### src/rtl/card_evt_pkg.sv
package card_evt_pkg;
  // event source positions in the enable and flag registers
  localparam int SRC_N   = 3;
  localparam int SRC_CD  = 0;
  localparam int SRC_RDY = 1;
  localparam int SRC_SC  = 2;

  // line positions in the level register
  localparam int PIN_N   = 4;
  localparam int PIN_BVD = 0;
  localparam int PIN_CD1 = 1;
  localparam int PIN_CD2 = 2;
  localparam int PIN_RDY = 3;

  typedef enum logic [1:0] {
    REG_ENABLE = 2'd0,
    REG_FLAGS  = 2'd1,
    REG_LEVEL  = 2'd2
  } reg_sel_e;

  // true when the level moved in a direction the caller accepts
  function automatic logic edge_hit(input logic cur, input logic prv,
                                    input logic on_rise, input logic on_fall);
    return (cur & ~prv & on_rise) | (~cur & prv & on_fall);
  endfunction
endpackage

### src/rtl/card_pin_sync.sv
module card_pin_sync #(
  parameter int WIDTH  = 4,
  parameter int STAGES = 2
) (
  input  logic             clk,
  input  logic             rst_n,
  input  logic [WIDTH-1:0] d,
  output logic [WIDTH-1:0] q
);
  for (genvar g = 0; g < WIDTH; g++) begin : g_line
    logic [STAGES-1:0] chain;
    always_ff @(posedge clk or negedge rst_n) begin
      if (!rst_n) chain <= '0;
      else        chain <= {chain[STAGES-2:0], d[g]};
    end
    assign q[g] = chain[STAGES-1];
  end
endmodule

### src/rtl/card_edge_qual.sv
module card_edge_qual
  import card_evt_pkg::*;
#(
  parameter int STAGES = 2
) (
  input  logic             clk,
  input  logic             rst_n,
  input  logic             io_mode,
  input  logic [PIN_N-1:0] lvl,
  output logic [SRC_N-1:0] ev,
  output logic             hist_ok,
  output logic             mode_flip
);
  localparam int WARM  = STAGES + 1;
  localparam int CNT_W = $clog2(WARM + 1);
  localparam logic [CNT_W-1:0] WARM_C = CNT_W'(WARM);

  logic [PIN_N-1:0] prev;
  logic             mode_q;
  logic [CNT_W-1:0] warm;
  logic [SRC_N-1:0] raw;

  always_ff @(posedge clk or negedge rst_n) begin
    if (!rst_n) begin
      prev   <= '0;
      mode_q <= 1'b0;
      warm   <= '0;
    end else begin
      prev   <= lvl;
      mode_q <= io_mode;
      if (warm != WARM_C) warm <= warm + 1'b1;
    end
  end

  // history is trusted once the synchronizers carry real line values
  assign hist_ok   = (warm == WARM_C);
  assign mode_flip = io_mode ^ mode_q;

  always_comb begin
    raw = '0;
    raw[SRC_SC]  = io_mode &
                   edge_hit(lvl[PIN_BVD], prev[PIN_BVD], 1'b0, 1'b1);
    raw[SRC_CD]  = edge_hit(lvl[PIN_CD1], prev[PIN_CD1], 1'b1, 1'b1) |
                   edge_hit(lvl[PIN_CD2], prev[PIN_CD2], 1'b1, 1'b1);
    raw[SRC_RDY] = ~io_mode &
                   edge_hit(lvl[PIN_RDY], prev[PIN_RDY], 1'b1, 1'b0);
  end

  assign ev = raw & {SRC_N{hist_ok & ~mode_flip}};

  // a status-change event follows a high-to-low move of the level
  p_sc_falling_r2: assert property (@(posedge clk) disable iff (!rst_n)
    ev[SRC_SC] |-> (!lvl[PIN_BVD] && $past(lvl[PIN_BVD])));
  // a ready event follows a low-to-high move of the level
  p_rdy_rising_r5: assert property (@(posedge clk) disable iff (!rst_n)
    ev[SRC_RDY] |-> (lvl[PIN_RDY] && !$past(lvl[PIN_RDY])));
endmodule

### src/rtl/card_evt_regs.sv
module card_evt_regs
  import card_evt_pkg::*;
#(
  parameter int DATA_W = 8
) (
  input  logic              clk,
  input  logic              rst_n,
  input  logic              wr,
  input  logic [1:0]        addr,
  input  logic [DATA_W-1:0] wdata,
  input  logic [PIN_N-1:0]  lvl,
  input  logic [SRC_N-1:0]  ev,
  output logic [DATA_W-1:0] rdata,
  output logic [SRC_N-1:0]  en_o,
  output logic [SRC_N-1:0]  flag_o,
  output logic              irq
);
  logic [SRC_N-1:0] en_q, flag_q, clr;
  logic             wr_en, wr_flag;
  logic             unused_wdata;

  assign unused_wdata = ^wdata[DATA_W-1:SRC_N];
  assign wr_en   = wr && (addr == REG_ENABLE);
  assign wr_flag = wr && (addr == REG_FLAGS);
  assign clr     = wr_flag ? wdata[SRC_N-1:0] : '0;

  always_ff @(posedge clk or negedge rst_n) begin
    if (!rst_n) begin
      en_q   <= '0;
      flag_q <= '0;
    end else begin
      if (wr_en) en_q <= wdata[SRC_N-1:0];
      // a fresh event outranks a clear in the same cycle
      flag_q <= (flag_q & ~clr) | (ev & en_q);
    end
  end

  assign irq    = |(flag_q & en_q);
  assign en_o   = en_q;
  assign flag_o = flag_q;

  always_comb begin
    rdata = '0;
    case (addr)
      REG_ENABLE: rdata[SRC_N-1:0] = en_q;
      REG_FLAGS:  rdata[SRC_N-1:0] = flag_q;
      REG_LEVEL:  rdata[PIN_N-1:0] = lvl;
      default:    rdata = '0;
    endcase
  end

  for (genvar k = 0; k < SRC_N; k++) begin : g_chk
    // a flag only rises when its source was enabled
    p_no_set_disabled_r7: assert property (@(posedge clk) disable iff (!rst_n)
      $rose(flag_q[k]) |-> $past(en_q[k]));
    // an enabled event always leaves its flag set, clear or not
    p_event_wins_r9: assert property (@(posedge clk) disable iff (!rst_n)
      (ev[k] && en_q[k]) |=> flag_q[k]);
  end

  // without a register write the request cannot drop
  p_irq_holds_r8: assert property (@(posedge clk) disable iff (!rst_n)
    (irq && !wr) |=> irq);
endmodule

### src/rtl/card_evt_irq.sv
module card_evt_irq
  import card_evt_pkg::*;
#(
  parameter int DATA_W      = 8,
  parameter int SYNC_STAGES = 2
) (
  input  logic              clk,
  input  logic              rst_n,
  input  logic              io_mode,
  input  logic              pin_bvd,
  input  logic              pin_cd1,
  input  logic              pin_cd2,
  input  logic              pin_rdy,
  input  logic              bus_wr,
  input  logic [1:0]        bus_addr,
  input  logic [DATA_W-1:0] bus_wdata,
  output logic [DATA_W-1:0] bus_rdata,
  output logic              irq
);
  logic [PIN_N-1:0] raw_pins, lvl;
  logic [SRC_N-1:0] ev, en, flag;
  logic             hist_ok, mode_flip;

  always_comb begin
    raw_pins          = '0;
    raw_pins[PIN_BVD] = pin_bvd;
    raw_pins[PIN_CD1] = pin_cd1;
    raw_pins[PIN_CD2] = pin_cd2;
    raw_pins[PIN_RDY] = pin_rdy;
  end

  card_pin_sync #(.WIDTH(PIN_N), .STAGES(SYNC_STAGES)) u_sync (
    .clk(clk), .rst_n(rst_n), .d(raw_pins), .q(lvl));

  card_edge_qual #(.STAGES(SYNC_STAGES)) u_qual (
    .clk(clk), .rst_n(rst_n), .io_mode(io_mode), .lvl(lvl),
    .ev(ev), .hist_ok(hist_ok), .mode_flip(mode_flip));

  card_evt_regs #(.DATA_W(DATA_W)) u_regs (
    .clk(clk), .rst_n(rst_n), .wr(bus_wr), .addr(bus_addr),
    .wdata(bus_wdata), .lvl(lvl), .ev(ev), .rdata(bus_rdata),
    .en_o(en), .flag_o(flag), .irq(irq));

  // status-change flag never rises while in memory mode
  p_sc_io_only_r3: assert property (@(posedge clk) disable iff (!rst_n)
    $rose(flag[SRC_SC]) |-> $past(io_mode));
  // ready flag never rises while in I/O mode
  p_rdy_mem_only_r6: assert property (@(posedge clk) disable iff (!rst_n)
    $rose(flag[SRC_RDY]) |-> !$past(io_mode));
  // a cycle that switches mode adds no flag
  p_mode_switch_quiet_r10: assert property (@(posedge clk) disable iff (!rst_n)
    (io_mode != $past(io_mode)) |=> ((flag & ~$past(flag)) == '0));
  // a raised request implies some flag is held
  p_irq_has_flag_r8: assert property (@(posedge clk) disable iff (!rst_n)
    irq |-> (flag != '0));
  // no event is accepted before history is valid
  p_warmup_quiet_r1: assert property (@(posedge clk) disable iff (!rst_n)
    !hist_ok |-> (ev == '0));
  // a mode-flip cycle carries no event
  p_flip_no_event_r10: assert property (@(posedge clk) disable iff (!rst_n)
    mode_flip |-> (ev == '0));
endmodule

### config.mk
export PLATFORM = sky130hd
export DESIGN_NAME = card_evt_irq
export DESIGN_NICKNAME = d
export VERILOG_FILES = /design/src/rtl/card_evt_pkg.sv /design/src/rtl/card_pin_sync.sv /design/src/rtl/card_edge_qual.sv /design/src/rtl/card_evt_regs.sv /design/src/rtl/card_evt_irq.sv
export SDC_FILE = /design/constraint.sdc
export NUM_CORES = 1
export LEC_CHECK = 0
export CORE_MARGIN = 2
export CORE_UTILIZATION = 50
export DETAILED_ROUTE_END_ITERATION = 10
export DONT_BUFFER_PORTS = 1
export PLACE_DENSITY_LB_ADDON = 0.12
export SLEW_MARGIN = 10
export SYNTH_ARGS = -nofsm -noshare
export SYNTH_HDL_FRONTEND = slang
export SYNTH_SLANG_ARGS = --single-unit
### constraint.sdc
create_clock -name clk -period 1.7 [get_ports clk]
set_clock_uncertainty 0.2 [all_clocks]
set_input_delay 0.34 -clock clk [delete_from_list [all_inputs] [get_ports clk]]
set_output_delay 0.34 -clock clk [all_outputs]
set_load 0.02 [all_outputs]
==> results of run 1 <==
==> Yosys cell counts <==
library cell / n
dfrtp_1: 21
buf_4: 4
mux2_2: 4
nand2_1: 4
xnor2_1: 4
inv_1: 3
mux2i_1: 3
o21ai_0: 3
a32o_1: 2
nand3_1: 2
a222oi_1: 1
a31oi_1: 1
a41o_1: 1
and3b_2: 1
and4b_1: 1
and4bb_2: 1
buf_2: 1
conb_1: 1
ha_1: 1
nor2b_4: 1
nor3b_4: 1
==> flip-flops by register name, summed over array words and instances (netlist names) <==
name,cells
u_sync.g_line.chain,8
u_regs.en_o,3
u_qual.mode_q,1
u_qual.prev,4
u_qual.warm,2
u_regs.flag_o,3
==> path summary, 6_finish.rpt <==
path | start | end | cells past startpoint
worst max-delay path | u_regs.en_o[0]$_DFFE_PN0P_ | irq | 2
worst min-delay path | bus_wdata[2] | u_regs.flag_o[2]$_DFF_PN0_ | 2
worst max register to register | u_qual.warm[0]$_DFFE_PN0P_ | u_regs.flag_o[1]$_DFF_PN0_ | 3
worst min register to register | u_sync.g_line[1].chain[0]$_DFF_PN0_ | u_sync.g_line[1].chain[1]$_DFF_PN0_ | 0
max in group asynchronous | rst_n | u_sync.g_line[3].chain[0]$_DFF_PN0_ | 1
min in group asynchronous | rst_n | u_regs.en_o[0]$_DFFE_PN0P_ | 1
==> power groups by stage <==
stage               combinational (mW)  clock, mW  sequential, mW
floorplan                        0.120          0           0.581
global placement                 0.131          0           0.592
detailed placement               0.133          0           0.594
CTS                              0.176      0.238           0.581
global route                     0.196      0.257           0.586
finish                           0.179      0.230           0.580
==> logic make-up after synthesis <==
| family | Yosys count | share of synthesized area |
|---|---|---|
| adders and majority gates | 1 | 0.01473 |
| buffers and inverters | 8 | 0.05449 |
| xor gates and xnor gates | 4 | 0.04123 |
| AOI/OAI and AO/OA | 8 | 0.07217 |
| DFF | 21 | 0.6186 |
| muxes | 7 | 0.08836 |
| and+or+nand+nor | 11 | 0.1060 |
| other | 1 | 0.004414 |
==> per-stage QoR <==
| step | TNS, ps | utilization | setup slack, ps | hold slack (ps) | total power [mW] |
|---|---|---|---|---|---|
| 2_1_floorplan | 0 | - | 50.95 | -155.6 | 0.7007 |
| 3_3_place_gp | 0 | 0.5682 | 245.5 | -155.2 | 0.7228 |
| 3_5_place_dp | 0 | 0.5682 | 250.7 | -155.2 | 0.7265 |
| 4_1_cts | -68.20 | 0.6542 | -68.20 | 14.72 | 0.9958 |
| 5_1_grt | -149.5 | 0.6591 | -141.9 | 26.40 | 1.038 |
| 6_report | -67.30 | 0.6591 | -67.30 | 20.27 | 0.9894 |
==> placed cells by master, fill, tap and decap left out, types with 2 or more instances in the layout <==
cell	synthesis	layout
xnor2_1	4	4
buf_4	4	7
o21ai_1	0	3
conb_1	1	4
mux2_2	4	4
a32o_1	2	2
dlygate4sd3_1	0	9
dfrtp_1	21	21
nand2_1	4	4
mux2i_1	3	3
clkbuf_4	0	3
inv_1	3	3
nand3_1	2	2
==> final cells by class <==
cell class                 instances  area, um2  share of cell area
clock buffer                       3      22.52             0.02217
clock inverter                     1      5.005            0.004926
inverter                           3      11.26             0.01108
multi-input combinational         35      289.0              0.2845
sequential                        21      525.5              0.5172
tap                               16      20.02             0.01970
timing repair buffer              16      142.6              0.1404
==> what timing repair did <==
item / in CTS / in global routing
pin swaps: 1 / 0
endpoints found under the hold margin: 30 / 0
cloned: 0 / 0
gates resized for setup: 0 / 3
hold buffers: 9 / 0
setup endpoints to repair: 1 / 4
buffers inserted: 2 / 1
==> routing by layer <==
metal  vias up  GRT usage  share of wire  wire, um
li1        243          -              -         -
met1       245     0.2064           0.44       619
met2        20     0.2743           0.49       683
met3         2    0.03600          0.064        90
met4         0    0.07059         0.0085        12
met5         -          0              0         0
==> critical path, cell delays in order, from the launching register on <==
cell	delay, ps
dfrtp_1	420
a222oi_1	330
inv_1	180
==> run summary, run 1 <==
====================================================================================
Switching component of the power                                            261.9 uW
Failing checks                                                          setup timing
WS Path Type                                                              reg -> out
Post-synthesis average cell area                                           13.93 um2
Max-slew violation total from the final report                                     0
Finished Cell Area                                                          1016 um2
Tmin final                                                                   1767 ps
Maximum capacitance violations                                                     0
Cells after DPL                                                                   79
Setup-failing EPs final                                                            1
Status                                                                  finished, violations left
Type of the tightest min-delay check                                       in -> reg
Overall global routing resource usage                                         0.1647
Fraction of power consumed by combinational cells                              0.181
NumNets Final                                                                     99
Cell area after synthesis                                                  849.6 um2
Number of placement rows                                                          14
Via count of the first global-routing pass                                       551
Post-DRT Antenna Nets                                                              0
Maximum number of pins on one net before global-route repair                      22
Internal power                                                              727.5 uW
Setup slack of the most critical reg-to-reg path                              290 ps
Sequential cell fraction of total power                                        0.587
First DRT Iteration DRCs                                                           7
Filler cells                                                                     114
Area post-placement                                                        875.8 um2
Max IR drop VDD                                                          0.0007161 V
Total number of vias                                                             510
Root buffer cell                                                            clkbuf_4
Total die area                                                              2045 um2
Sequential fraction of the synthesis area                                     0.6186
Sum of net half-perimeters after detailed placement                         977.9 um
Number of synthesis warnings                                                       0
Worst Path Required                                                          1160 ps
Fmax                                                                       565.8 MHz
Share of the synthesized area in the top cell type                            0.6186
Count of input and output buffers                                                  0
Residual overflow from global routing                                              0
Number of standard cells in the layout, taps in and fillers out                   95
Static power due to leakage                                                0.4613 nW
H-tree levels                                                                      1
Antenna diode instance count                                                       0
Core footprint                                                              1541 um2
Weighted congestion at the end of routability-driven global placement         0.8123
Clock buffers created by TritonCTS                                                 3
RSZ-0062 raised after global routing                                             yes
Final hold violations                                                              0
Wire length of the first global-routing pass                                 2304 um
Number of antenna violations at the first check in global routing                  0
Final setup slack of the worst path                                        -67.30 ps
Largest cells by area after synthesis                                   dfrtp_1 62%, mux2_2 5.3%, xnor2_1 4.1%
Ratio of final minimum period to clock period                                  1.040
Unique masters post-synth                                                         21
I/O pin total                                                                     27
CTS tree                                                                         yes
Launching element type of the critical path                                     flop
Switching share of power                                                      0.2647
CP Data Arrival Time                                                         1230 ps
Die extent in y                                                             45.22 um
Pin slew with the least headroom to its limit                               877.1 ps
Clock slew at reported path FFs                                               110 ps
Layout overhead on the synthesized area                                       19.59%
PD cells                                                                973.9 nW/um2
Maximum clock insertion buffer count                                               2
Top fanout value on the critical path                                              3
Detailed Routing Iterations Pass 1                                                 4
Routed wire length per instance                                             14.79 um
Kind of capture point of the worst setup path                            output port
Final routed DRC violation total                                                   0
Yosys reg bits                                                                    21
Clk sink count                                                                    21
Remaining max-slew budget at the tightest pin                                 0.4133
Clock power frac                                                               0.232
Cells after synthesis                                                             61
Cell accounting for the most synthesized area                                dfrtp_1
Fraction of layout cells with a size suffix above 1                           0.2405
Wire length reported by the detailed router                                  1405 um
Routed vias/inst                                                               5.368
Initial Utilization                                                           0.5511
Die W                                                                       45.22 um
Clock latency of the later-clocked register in the worst-skew pair            300 ps
====================================================================================
No activity file was read; power rests on OpenSTA's default activity.
==> run 2: changes to the inputs <==
--- a/config.mk
+++ b/config.mk
@@ -9,6 +9,7 @@
 export CORE_UTILIZATION = 50
 export DETAILED_ROUTE_END_ITERATION = 10
 export DONT_BUFFER_PORTS = 1
+export MAX_ROUTING_LAYER = met4
 export PLACE_DENSITY_LB_ADDON = 0.12
 export SLEW_MARGIN = 10
 export SYNTH_ARGS = -nofsm -noshare
==> run 2 against run 1 <==
Via count is 1.6% higher. Hold slack hardly changed. Critical path type unchanged. Largest power group unchanged. Clock power hardly changed. Non-clock buffer count is 2 higher. Die area stayed put. Critical endpoint unchanged. The run still ends with setup timing left. Combinational power is 5% higher. Fmax is 0.88% higher. Count of clock-buffer cells in the layout stayed put.
==> run summary, run 2 (synthesis gave the netlist of run 1 again) <==
=====================================================================================
Max FFs per register                                                                8
Most frequent standard cell in the layout excluding fill and tap cells        dfrtp_1
Final setup slack of the worst path                                         -51.94 ps
Clk sink count                                                                     21
Worst hold margin                                                            20.15 ps
Initial Utilization                                                            0.5511
WS Path Type                                                               reg -> out
Wire length of the first global-routing pass                                  2304 um
Clock buffers created by TritonCTS                                                  3
Fmax                                                                        570.8 MHz
Failing checks                                                           setup timing
Total die area                                                               2045 um2
Weighted congestion at the end of routability-driven global placement          0.8243
Die extent in y                                                              45.22 um
Max-slew violation total from the final report                                      0
Layout overhead on the synthesized area                                        21.36%
Number of placement rows                                                           14
Maximum number of pins on one net before global-route repair                       22
Antenna diode instance count                                                        0
CP Data Arrival Time                                                          1210 ps
Final hold violations                                                               0
RSZ-0062 raised after global routing                                              yes
Buffers & Inverters on Critical Path                                                1
Wire length reported by the detailed router                                   1420 um
Register containing the most flip-flops in the final layout              u_sync.g_line.chain
Slowest stage delay, CP                                                        420 ps
CTS tree                                                                          yes
Area post-placement                                                         875.8 um2
Setup-failing EPs final                                                             1
Pin slew with the least headroom to its limit                                879.0 ps
Count of input and output buffers                                                   0
Clock slew at reported path FFs                                                110 ps
Post-DRT Antenna Nets                                                               0
Status                                                                   finished, violations left
Tmin final                                                                    1752 ps
Sum of net half-perimeters after detailed placement                          977.9 um
PD cells                                                                 968.0 nW/um2
Filler cells                                                                      114
Max IR drop VDD                                                           0.0007153 V
Registers with the most flip-flops                                       u_sync.g_line.chain x8, u_qual.prev x4
Number of standard cells in the layout, taps in and fillers out                    97
H-tree levels                                                                       1
Ordered cell list for the critical path                                  a222oi_1, inv_1
Maximum capacitance violations                                                      0
Ratio of final minimum period to clock period                                   1.031
Type of the tightest min-delay check                                        in -> reg
Top fanout value on the critical path                                               3
Most used cells in the layout excluding fill and tap cells               21 x dfrtp_1, 9 x dlygate4sd3_1, 9 x buf_4
Routed vias/inst                                                                5.340
Via count of the first global-routing pass                                        547
First DRT Iteration DRCs                                                            9
Remaining max-slew budget at the tightest pin                                  0.4121
Root buffer cell                                                             clkbuf_4
Finished Cell Area                                                           1031 um2
Die W                                                                        45.22 um
Number of antenna violations at the first check in global routing                   0
Kind of capture point of the worst setup path                             output port
Total number of vias                                                              518
Launching element type of the critical path                                      flop
I/O pin total                                                                      27
Final routed DRC violation total                                                    0
Clock latency of the later-clocked register in the worst-skew pair             300 ps
Detailed Routing Iterations Pass 1                                                  4
Fraction of layout cells with a size suffix above 1                            0.2593
Cells after DPL                                                                    79
Residual overflow from global routing                                               0
Overall global routing resource usage                                          0.1697
Worst Path Required                                                           1160 ps
Master of the slowest instance on the critical path                           dfrtp_1
Static power due to leakage                                                 0.4710 nW
Total Power                                                                  998.0 uW
Cell class contributing the biggest share of worst-path delay              flip-flops
Routed wire length per instance                                              14.64 um
Maximum clock insertion buffer count                                                2
Core footprint                                                               1541 um2
Setup slack of the most critical reg-to-reg path                               290 ps
NumNets Final                                                                     101
Setup TNS                                                                   -51.94 ps
=====================================================================================
==> run 2: changes by cell type in the layout (fill, tap and decap cells not counted) <==
cell / before / now
buf_4: 7 / 9
==> run 2: per-layer routing <==
metal	part of all wire	vias to the layer above	wire length, um	global-route usage
li1	-	247	-	-
met1	0.45	249	635	0.2064
met2	0.48	20	687	0.2743
met3	0.061	2	86	0.03600
met4	0.0085	0	12	0.07059
met5	0	-	0	-
==> run 2: worst reg2reg max path, delay by kind of cell (launching register included) <==
family	cells	cell delay (ps)
DFF	1	410
adders and majority gates	1	220
and+or+nand+nor	1	230
AOI/OAI and AO/OA	1	250
==> run 2: power breakdown <==
group	switching [mW]	internal (mW)
Combinational	0.0874	0.101
Sequential	0.0345	0.546
Clock	0.142	0.0876
==> run 2: layout make-up <==
cell class / instances / area [um2] / share of cell area
repair buffers: 18 / 157.7 / 0.1529
flip-flops and latches: 21 / 525.5 / 0.5097
inverters: 3 / 11.26 / 0.01092
clock inverters: 1 / 5.005 / 0.004854
well taps: 16 / 20.02 / 0.01942
clock buffers: 3 / 22.52 / 0.02184
multi-input cells: 35 / 289.0 / 0.2803
==> run 2: worst paths after layout <==
| path | depth (start not counted) | from | endpoint |
|---|---|---|---|
| min reg2reg | 0 | u_sync.g_line[1].chain[0]$_DFF_PN0_ | u_sync.g_line[1].chain[1]$_DFF_PN0_ |
| max | 2 | u_regs.en_o[0]$_DFFE_PN0P_ | irq |
| max in group asynchronous | 1 | rst_n | u_sync.g_line[3].chain[0]$_DFF_PN0_ |
| max reg2reg | 3 | u_qual.warm[0]$_DFFE_PN0P_ | u_regs.flag_o[1]$_DFF_PN0_ |
| min | 2 | bus_wdata[2] | u_regs.flag_o[2]$_DFF_PN0_ |
| min in group asynchronous | 1 | rst_n | u_regs.en_o[0]$_DFFE_PN0P_ |
==> run 2: through the flow <==
step	worst slack [ps]	utilization
final	-51.94	0.6688
after global routing	-141.9	0.6688
after floorplan	50.95	-
after global placement	245.5	0.5682
after CTS	-68.20	0.6542
after detailed placement	250.7	0.5682
==> run 2: repair_timing <==
item | in CTS | in global routing
endpoints found under the hold margin | 30 | 0
endpoints found under the setup margin | 1 | 4
gates resized for setup | 0 | 3
setup buffers | 2 | 3
pin swaps | 1 | 0
hold buffers | 9 | 0
gates cloned | 0 | 0
==> run 3: changes to the inputs <==
==> constraint.sdc (replaced) <==
create_clock -name clk -period 2.13 [get_ports clk]
set_clock_uncertainty 0.2 [all_clocks]
set_input_delay 0.426 -clock clk [delete_from_list [all_inputs] [get_ports clk]]
set_output_delay 0.426 -clock clk [all_outputs]
set_load 0.02 [all_outputs]
==> run 3 against run 2 <==
The run now ends clean. Global-route usage decreased by 0.96 points. Non-clock buffer count decreased by 9. Via count decreased by 6.4%. Final area decreased by 7.3%. Sequential power decreased by 20%.
==> run summary, run 3 (synthesis gave the netlist of run 1 again) <==
=====================================================================================
Status                                                                   complete, no violations
GRT Max-Usage Layer                                                              met2
First DRT Iteration DRCs                                                           20
WS Path Type                                                               reg -> out
Most used cells in the layout excluding fill and tap cells               21 x dfrtp_1, 6 x dlygate4sd3_1
Worst hold path depth                                                               1
Antenna diode instance count                                                        0
Area post-placement                                                         868.3 um2
NumNets Final                                                                      92
Launching element type of the critical path                                      flop
Post-DRT Antenna Nets                                                               0
Share of the core filled with cells                                            0.6201
Count of input and output buffers                                                   0
Fmax                                                                        529.5 MHz
Detailed Routing Iterations Pass 1                                                  4
Total number of vias                                                              485
Residual overflow from global routing                                               0
Sum of net half-perimeters after detailed placement                          957.7 um
Weighted congestion at the end of routability-driven global placement          0.8116
Number of gates given a new drive strength after cts                                0
Cell class contributing the biggest share of worst-path delay              flip-flops
Routed vias/inst                                                                5.511
Worst r2r dst                                                            u_regs.flag_o[1]$_DFF_PN0_
Type of the tightest min-delay check                                        in -> reg
Filler cells                                                                      126
CP Data Arrival Time                                                          1260 ps
Final routed DRC violation total                                                    0
CTS tree                                                                          yes
Tmin final                                                                    1888 ps
Wire length reported by the detailed router                                   1279 um
Root buffer cell                                                             clkbuf_4
Wire length of the first global-routing pass                                  2166 um
Origin of the worst min-delay path                                       bus_wdata[1]
Setup slack of the most critical reg-to-reg path                               630 ps
Buffers & Inverters on Critical Path                                                1
Clock slew at reported path FFs                                                110 ps
Post-CTS setup-driven buffer insertion count                                        0
Worst Path Required                                                           1500 ps
Clk sink count                                                                     21
Max IR drop VDD                                                           0.0005167 V
Number of placement rows                                                           14
PD cells                                                                 800.3 nW/um2
Initial Utilization                                                            0.5511
Die W                                                                        45.22 um
Setup TNS                                                                        0 ps
Max-slew violation total from the final report                                      0
Slowest stage delay, CP                                                        420 ps
Static power due to leakage                                                 0.4303 nW
Met1 usage                                                                     0.1984
Clock latency of the later-clocked register in the worst-skew pair             290 ps
Die extent in y                                                              45.22 um
Fraction of layout cells with a size suffix above 1                            0.2083
Layout overhead on the synthesized area                                        12.52%
Kind of capture point of the worst setup path                             output port
Startpoint of the worst register-to-register path                        u_qual.warm[0]$_DFFE_PN0P_
Top fanout value on the critical path                                               4
Global routing met2 resource utilization                                       0.2486
Core footprint                                                               1541 um2
Pin slew with the least headroom to its limit                                877.0 ps
Clock buffers created by TritonCTS                                                  3
Finished Cell Area                                                          955.9 um2
Worst hold margin                                                            70.48 ps
Max FFs per register                                                                8
# hold bufs at CTS                                                                  6
Routed wire length per instance                                              14.53 um
RSZ-0062 raised after global routing                                               no
Endpoint of the worst hold-timing path                                   u_regs.en_o[1]$_DFFE_PN0P_
Ratio of final minimum period to clock period                                  0.8866
Number of antenna violations at the first check in global routing                   0
Met3 track utilization from global routing                                    0.05200
Remaining max-slew budget at the tightest pin                                  0.4134
Total die area                                                               2045 um2
Crit path depth                                                                     2
Registers with the most flip-flops                                       u_sync.g_line.chain x8, u_qual.prev x4
Maximum clock insertion buffer count                                                2
Via count of the first global-routing pass                                        470
Overall global routing resource usage                                          0.1601
Register containing the most flip-flops in the final layout              u_sync.g_line.chain
H-tree levels                                                                       1
Master of the slowest instance on the critical path                           dfrtp_1
Most frequent standard cell in the layout excluding fill and tap cells        dfrtp_1
Ordered cell list for the critical path                                  a222oi_1, inv_1
Total Power                                                                  765.1 uW
Final hold violations                                                               0
I/O pin total                                                                      27
Maximum capacitance violations                                                      0
Setup-failing EPs final                                                             0
Count of cells along the worst register-to-register path                            3
Maximum number of pins on one net before global-route repair                       22
=====================================================================================
-- run 3: stage by stage --
| step | setup slack, ps | cells |
|---|---|---|
| detailed placement | 572.7 | 78 |
| finish | 241.6 | 88 |
| CTS | 222.5 | 88 |
| floorplan | 308.9 | 64 |
| global route | 161.2 | 88 |
| global placement | 590.2 | 78 |
-- run 3: area by class of cell --
type / count / area (um2) / share of cell area
inverter: 3 / 11.26 / 0.01178
clock inverter: 1 / 5.005 / 0.005236
clock buffer: 3 / 22.52 / 0.02356
tap: 16 / 20.02 / 0.02094
sequential: 21 / 525.5 / 0.5497
timing repair buffer: 9 / 82.58 / 0.08639
multi-input combinational: 35 / 289.0 / 0.3024
-- run 3: layer usage --
layer,share of wire,vias up
li1,-,230
met1,0.42,229
met2,0.49,26
met3,0.087,0
met4,0,0
met5,0,-
-- run 3: worst max-delay path by stage --
| stage | startpoint | endpoint |
|---|---|---|
| finish | u_regs.en_o[0]$_DFFE_PN0P_ | irq |
| global route | u_regs.en_o[0]$_DFFE_PN0P_ | irq |
| CTS | u_regs.en_o[0]$_DFFE_PN0P_ | irq |
| detailed placement | u_regs.en_o[0]$_DFFE_PN0P_ | irq |
| global placement | bus_addr[0] | bus_rdata[1] |
| floorplan | bus_addr[1] | bus_rdata[0] |
-- run 3: report_power, final --
group,leakage (nW),total (mW),switching [mW],internal (mW)
clock network,0.0177,0.178,0.109,0.0698
logic,0.172,0.121,0.0609,0.0601
registers,0.240,0.466,0.0302,0.436
total,0.430,0.765,0.200,0.566
